**src/rtl/jabber_pkg.sv**
```systemverilog
package jabber_pkg;
  // Strobes from control to datapath for the current input sample
  typedef struct packed {
    logic gate;   // force the registered outputs to idle
    logic enter;  // this sample starts the jabber state
  } jab_ctrl_t;
endpackage

```
**src/rtl/jabber_ctrl.sv**
```systemverilog
module jabber_ctrl
  import jabber_pkg::*;
#(
  parameter int TIMEOUT_CYCLES = 1000000
) (
  input  logic      clk,
  input  logic      rst,
  input  logic      txEn,
  input  logic      statusRead,
  output jab_ctrl_t ctrl,
  output logic      jabberStatus
);
  localparam int CNT_W = $clog2(TIMEOUT_CYCLES + 1);
  localparam logic [CNT_W-1:0] LIMIT = CNT_W'(TIMEOUT_CYCLES);

  logic [CNT_W-1:0] runCnt;
  logic             jabberQ;
  logic             statusQ;
  logic             atLimit;

  assign atLimit    = (runCnt == LIMIT);
  assign ctrl.enter = txEn && atLimit && !jabberQ;
  assign ctrl.gate  = txEn && (jabberQ || atLimit);

  // Run-length counter of consecutive high enable samples, saturating
  always_ff @(posedge clk) begin
    if (rst) begin
      runCnt <= '0;
    end else if (!txEn) begin
      runCnt <= '0;
    end else if (!atLimit) begin
      runCnt <= runCnt + 1'b1;
    end
  end

  // Jabber state: set on the over-limit sample, cleared by a low enable
  always_ff @(posedge clk) begin
    if (rst) begin
      jabberQ <= 1'b0;
    end else if (!txEn) begin
      jabberQ <= 1'b0;
    end else if (ctrl.enter) begin
      jabberQ <= 1'b1;
    end
  end

  // Sticky status bit with clear-on-read
  always_ff @(posedge clk) begin
    if (rst) begin
      statusQ <= 1'b0;
    end else if (ctrl.enter || jabberQ) begin
      statusQ <= 1'b1;
    end else if (statusRead) begin
      statusQ <= 1'b0;
    end
  end

  assign jabberStatus = statusQ;

  // a low enable clears jabber and the count
  a_r5_release_on_low: assert property (@(posedge clk) disable iff (rst)
    !txEn |=> (!jabberQ && runCnt == '0));

  // jabber persists while the enable stays high
  a_r4_jabber_holds: assert property (@(posedge clk) disable iff (rst)
    (jabberQ && txEn) |=> jabberQ);

  // status reflects any active jabber
  a_r6_status_set: assert property (@(posedge clk) disable iff (rst)
    jabberQ |-> statusQ);

  // a read during jabber does not clear the status
  a_r7_read_in_jabber: assert property (@(posedge clk) disable iff (rst)
    (jabberQ && statusRead) |=> statusQ);
endmodule

```
**src/rtl/jabber_dpath.sv**
```systemverilog
module jabber_dpath
  import jabber_pkg::*;
#(
  parameter int DATA_W = 4
) (
  input  logic              clk,
  input  logic              rst,
  input  jab_ctrl_t         ctrl,
  input  logic              txEn,
  input  logic [DATA_W-1:0] txd,
  input  logic              txEr,
  output logic              lineTxEn,
  output logic [DATA_W-1:0] lineTxd,
  output logic              lineTxEr
);
  logic              enQ;
  logic [DATA_W-1:0] dQ;
  logic              erQ;

  always_ff @(posedge clk) begin
    if (rst || ctrl.gate) begin
      enQ <= 1'b0;
      dQ  <= '0;
      erQ <= 1'b0;
    end else begin
      enQ <= txEn;
      dQ  <= txd;
      erQ <= txEr;
    end
  end

  assign lineTxEn = enQ;
  assign lineTxd  = dQ;
  assign lineTxEr = erQ;

  // a gated sample reaches the line as idle
  a_r4_gated_idle: assert property (@(posedge clk) disable iff (rst)
    ctrl.gate |=> (!lineTxEn && lineTxd == '0 && !lineTxEr));

  // an ungated sample passes with one clock of latency
  a_r2_pass_through: assert property (@(posedge clk) disable iff (rst)
    !ctrl.gate |=> (lineTxEn == $past(txEn) && lineTxd == $past(txd)
                    && lineTxEr == $past(txEr)));
endmodule

```
**src/rtl/jabber_guard.sv**
```systemverilog
module jabber_guard
  import jabber_pkg::*;
#(
  parameter int TIMEOUT_CYCLES = 1000000,
  parameter int DATA_W         = 4
) (
  input  logic              clk,
  input  logic              rst,
  input  logic              macTxEn,
  input  logic [DATA_W-1:0] macTxd,
  input  logic              macTxEr,
  input  logic              statusRead,
  output logic              lineTxEn,
  output logic [DATA_W-1:0] lineTxd,
  output logic              lineTxEr,
  output logic              jabberStatus
);
  jab_ctrl_t ctrl;

  jabber_ctrl #(.TIMEOUT_CYCLES(TIMEOUT_CYCLES)) ctrl_i (
    .clk(clk), .rst(rst), .txEn(macTxEn), .statusRead(statusRead),
    .ctrl(ctrl), .jabberStatus(jabberStatus)
  );

  jabber_dpath #(.DATA_W(DATA_W)) dpath_i (
    .clk(clk), .rst(rst), .ctrl(ctrl), .txEn(macTxEn), .txd(macTxd),
    .txEr(macTxEr), .lineTxEn(lineTxEn), .lineTxd(lineTxd),
    .lineTxEr(lineTxEr)
  );

  // idle outputs right after reset
  a_r1_reset_idle: assert property (@(posedge clk)
    rst |=> (!lineTxEn && lineTxd == '0 && !lineTxEr && !jabberStatus));
endmodule

```
**config.mk**
```make
export PLATFORM = sky130hd
export DESIGN_NAME = jabber_guard
export DESIGN_NICKNAME = d
export VERILOG_FILES = /design/src/rtl/jabber_pkg.sv /design/src/rtl/jabber_ctrl.sv /design/src/rtl/jabber_dpath.sv /design/src/rtl/jabber_guard.sv
export SDC_FILE = /design/constraint.sdc
export NUM_CORES = 1
export LEC_CHECK = 0
export ABC_AREA = 1
export BUFFER_PORTS_ARGS = -buffer_cell sky130_fd_sc_hd__buf_2
export CORE_MARGIN = 5
export CORE_UTILIZATION = 40
export CTS_BUF_LIST = sky130_fd_sc_hd__clkbuf_4
export DETAILED_ROUTE_END_ITERATION = 16
export MAX_ROUTING_LAYER = met4
export RECOVER_POWER = 50
export SLEW_MARGIN = 10
export SYNTH_ARGS = -nofsm -noshare
export SYNTH_HDL_FRONTEND = slang
export SYNTH_SLANG_ARGS = --single-unit
```
**constraint.sdc**
```tcl
create_clock -name clk -period 2.7 [get_ports clk]
set_clock_uncertainty 0.1 [all_clocks]
set_input_delay 0.27 -clock clk [delete_from_list [all_inputs] [get_ports clk]]
set_output_delay 0.27 -clock clk [all_outputs]
set_load 0.02 [all_outputs]
```
Word level (Yosys, flattened, before mapping)
Cells that the tools add are included.
W data, S select, Z words.
{"block": "totals", "reg_bits": 28, "input_bits": 9}
{"block": "op_classes", "n_eq_ne": 1, "n_reduce_logical": 9, "n_bitwise": 1, "add_sub_neg": 1, "muxes": 2}
{"op": "$add A20 B1 Y20 const B", "count": 1}
{"op": "$eq A20 B20 Y1 const B", "count": 1}
{"op": "$logic_and A1 B1 Y1", "count": 3}
{"op": "$logic_or A1 B1 Y1", "count": 3}
{"op": "$mux W1", "count": 2}
{"op": "$reduce_bool A2 Y1", "count": 1}
{"op": "$reduce_or A2 Y1", "count": 1}
{"op": "$logic_not A1 Y1", "count": 1}
{"op": "$not A1 Y1", "count": 1}

Longest topological paths before layout
{"block": "depth", "ltp_word": 5, "ltp_mapped": 9}

Modules after synthesis
A second synthesis with hierarchy kept.
{"block": "hier_totals", "cells_unflattened": 217, "hier_area_um2": 1426.4}
{"mod": "jabber_ctrl", "area_each_um2": 1227.4, "seq_area_each_um2": 440.4, "cells_per_inst": 196, "n_inst": 1}
{"mod": "jabber_dpath", "area_each_um2": 198.9, "seq_area_each_um2": 120.1, "cells_per_inst": 21, "n_inst": 1}

Worst setup path before layout
No wires, ideal clock.
{"block": "synth_timing", "path_kind": "register to register", "startpoint": "reg ctrl_i.runCnt[0]", "endpoint": "reg ctrl_i.runCnt[14]", "arrival_ns": 1.144, "path_stages_with_launch": 9, "required_ns": 2.481, "synth_period_minus_slack_ns": 1.364, "setup_time_ns": 0.119, "setup_slack_ns": 1.336, "path_cell_list": "dfxtp_1 > ha_1 > nand2_1 > nor2_1 > nand2_1 > nor2_2 > nand2_1 > o21ai_0 > a21oi_1"}
{"block": "synth_via", "elab_chain_cells": 1, "elab_cells_between_ends": 2}
{"item": "from (decl)", "line": "jabber_ctrl.sv:16", "source": "logic [CNT_W-1:0] runCnt;"}
{"item": "from (signal assigned)", "line": "jabber_ctrl.sv:32", "source": "runCnt <= runCnt + 1'b1;"}
{"item": "$add A20 B1 Y20 / $eq A20 B20 Y1 (equally long branches)", "line": "jabber_ctrl.sv:32, jabber_ctrl.sv:21"}
Parallel ways exist; a longest one is shown, timed or not.
A chain may end at the register's enable or synchronous reset.

Worst setup path in the final report
{"block": "layout_timing", "startpoint": "in rst", "endpoint": "reg ctrl_i.runCnt[18]"}
{"block": "layout_via", "elab_chain_cells": 1}
{"item": "from (decl)", "line": "jabber_guard.sv:8", "source": "input logic rst,"}
{"item": "$reduce_or A2 Y1 (no source line)"}
Every way passes these cells.

==> flow_summary.json <==
{
  "worst-setup-path-type": "input port to flip-flop",
  "hpwlAfterDp_um": 2030,
  "overflow": 0,
  "final-instance-count-excl-fill": 248,
  "grt_start_max_net_pins": 17,
  "cp_slowest_stage_delay_ps": 720,
  "cts_tree": "built",
  "design.portCount": 16,
  "post_synth_instance_area_um2": 1330,
  "timing.final.ws_setup_ps": 680,
  "insertedDiodeCount": 0,
  "grt_antenna_before_repair": 0,
  "synth-seq-cells": 28,
  "worstPathCellList": "dlygate4sd3_1 -> clkbuf_1 -> nor2_1 -> inv_1 -> a21oi_1",
  "wire_length_of_the_first_global_routing_pass_um": 4750,
  "holdCritPathClass": "input port to flip-flop",
  "flow.area_growth_from_synthesis_pct": 10.3,
  "share_clk_of_total_power_pct": 27.7,
  "via_per_inst": 4.73,
  "netSwitchingFraction_pct": 23.5,
  "timing.slew.headroom_pct": 37.3,
  "track_usage_pct": 14.0,
  "die-width_um": 67.6,
  "grt_setup_unrepaired": "false",
  "postRouteAntennaNets": 0,
  "power.density_nw_per_um2": 436,
  "placement.io_buffers": 15,
  "vert_die_dim_um": 67.6,
  "cp_slowest_cell": "nor2_1",
  "final_min_period_over_clock_period_pct": 74.8,
  "finish.net_count": 216,
  "remaining_routing_drc_violations": 0,
  "most-common-layout-cells": "nand2_1, dfxtp_1, nor2_1, inv_1, a21oi_1",
  "synth_warnings": 0,
  "avgSynthCellArea_um2": 7.16,
  "post_synth_inst_count": 185,
  "drt-initial-drc-count": 57,
  "first_pass_iters": 4,
  "share_comb_of_total_power_pct": 6.0,
  "initial_core_util_pct": 42.7,
  "number_of_global_route_vias_before_repair": 1153,
  "cts.clk_slew.worst_paths_ps": 150,
  "clk_root_buffer_cell": "clkbuf_4",
  "clock_tree.htree_level_count": 1,
  "design_power_total_w": 0.000637,
  "postLayoutCellArea_um2": 1460,
  "cts_setup_buffers": 0,
  "power.leakage_nw": 0.538,
  "routed_wl_per_cell_um": 10.5,
  "fill_cells": 345,
  "core_region_area_um2": 3100,
  "post-route-min-period_ps": 2020,
  "worst_pin_slew_ps": 937,
  "postSynthNetCount": 196,
  "timing.final.max_slew_violations": 0,
  "timing_hold_violations_final": 0,
  "place_ws_ps": 850,
  "cts_buffers": 3,
  "setup_violations": 0,
  "rows": 20,
  "cts_buffer_depth": 2,
  "layout.area.seq_um2": 561,
  "mostFrequentLayoutCell": "nand2_1",
  "crit_required_ps": 2870,
  "multiInputGateArea_um2": 646,
  "gp_congestion": 0.820,
  "cts_sinks": 28,
  "pwr-share-seq_pct": 66.3,
  "yosysUniqueCellTypes": 24,
  "die_outline_area_um2": 4560,
  "placedCellCount": 243,
  "worst_ir_drop_vdd_uv": 199,
  "final.setup.tns_ps": 0,
  "net-switching-power_w": 0.000150,
  "totalWireLength_um": 2600,
  "layout-drive-gt1-share_pct": 13.7,
  "crit_path_end_kind": "flip-flop",
  "setup.worst_path.start_class": "input port",
  "result_of_the_run": "finished clean",
  "fmaxAchievable_mhz": 495,
  "timing.max_cap.violations": 0,
  "clk_latency_ps": 330,
  "synth_seq_area_share_pct": 42.3,
  "critical_path_arrival_ps": 2190,
  "cellInternalPower_w": 0.000488,
  "vias": 1174,
  "dpl_cell_area_um2": 1450,
  "crit_fanout": 16
}
path summary, 6_finish.rpt:
check | from | end | slack (ps) | cells past startpoint
min | macTxd[0] | dpath_i.lineTxd[0]$_SDFF_PP0_ | 40 | 3
max reg2reg | ctrl_i.runCnt[0]$_SDFFE_PP0P_ | dpath_i.lineTxd[2]$_SDFF_PP0_ | 1100 | 9
max | rst | ctrl_i.runCnt[18]$_SDFFE_PP0P_ | 680 | 5
min reg2reg | ctrl_i.runCnt[17]$_SDFFE_PP0P_ | ctrl_i.runCnt[17]$_SDFFE_PP0P_ | 390 | 2
state kept, by name (all words and copies together) (netlist names):
register,cells
dpath_i.lineTxEn,1
ctrl_i.jabberStatus,1
ctrl_i.runCnt,20
dpath_i.lineTxd,4
ctrl_i.jabberQ,1
dpath_i.lineTxEr,1
per-stage QoR:
step,util (%),hold slack [ps]
6_report,47.1,39.7
5_1_grt,47.1,18.5
4_1_cts,47.6,8.04
3_5_place_dp,46.7,374
3_3_place_gp,46.7,365
2_1_floorplan,-,242
power by group through the flow:
stage | registers, W | logic [W] | clock network [W]
6_report | 0.000422 | 0.0000383 | 0.000177
4_1_cts | 0.000423 | 0.0000408 | 0.000185
5_1_grt | 0.000423 | 0.0000445 | 0.000207
2_1_floorplan | 0.000437 | 0.0000199 | 0
3_5_place_dp | 0.000431 | 0.0000410 | 0
3_3_place_gp | 0.000431 | 0.0000398 | 0
worst max-delay path, delay by kind of cell:
kind / cells / cell delay, ps
buf+inv: 3 / 990
simple gates: 1 / 720
compound gates: 1 / 200
layout make-up:
class | count | area share [%]
clock buffers | 3 | 1.54
clock inverters | 1 | 0.257
inverters | 26 | 6.76
multi-input cells | 130 | 44.2
flip-flops and latches | 28 | 38.4
well taps | 44 | 3.77
repair buffers | 16 | 5.14
synth_stat cells:
cell,count,share of area (%)
nand2_1,37,10
dfxtp_1,28,42
nor2_1,26,7.4
inv_1,24,6.8
a21oi_1,16,6.0
o21ai_0,13,4.9
nand3_1,7,2.6
nor2_2,7,3.3
nand4_1,5,2.4
nand2_2,4,1.9
ha_1,2,1.9
nand3b_1,2,1.1
nor2_4,2,1.7
nor3_2,2,1.5
a21oi_2,1,0.66
a31oi_1,1,0.47
buf_2,1,0.38
clkinv_2,1,0.38
inv_2,1,0.28
nand2_4,1,0.85
nand3_2,1,0.76
nand3b_2,1,0.85
nor3_1,1,0.38
xnor2_1,1,0.66
what timing repair did:
item	in CTS	in global routing
gates resized for setup	0	0
endpoints found under the hold margin	0	1
hold buffers	0	1
cells by family (layout without fill, tap and decap cells):
logic type	after synthesis	in the layout	share of synthesized area (%)
AOI/OAI and AO/OA	31	31	12.1
xor gates and xnor gates	1	1	0.661
adders and majority gates	2	2	1.89
buffers and inverters	27	46	7.84
DFF	28	28	42.3
and+or+nand+nor	96	96	35.2
layer usage:
| metal | vias up | track usage [%] | part of all wire (%) | wire (um) |
|---|---|---|---|---|
| met5 | - | - | 0 | 0 |
| met4 | 0 | 6.08 | 1.2 | 32 |
| met3 | 4 | 3.00 | 6.0 | 156 |
| met2 | 33 | 22.4 | 44 | 1150 |
| met1 | 512 | 16.9 | 49 | 1260 |
| li1 | 625 | - | - | - |
(Power assumes the default switching activity.)
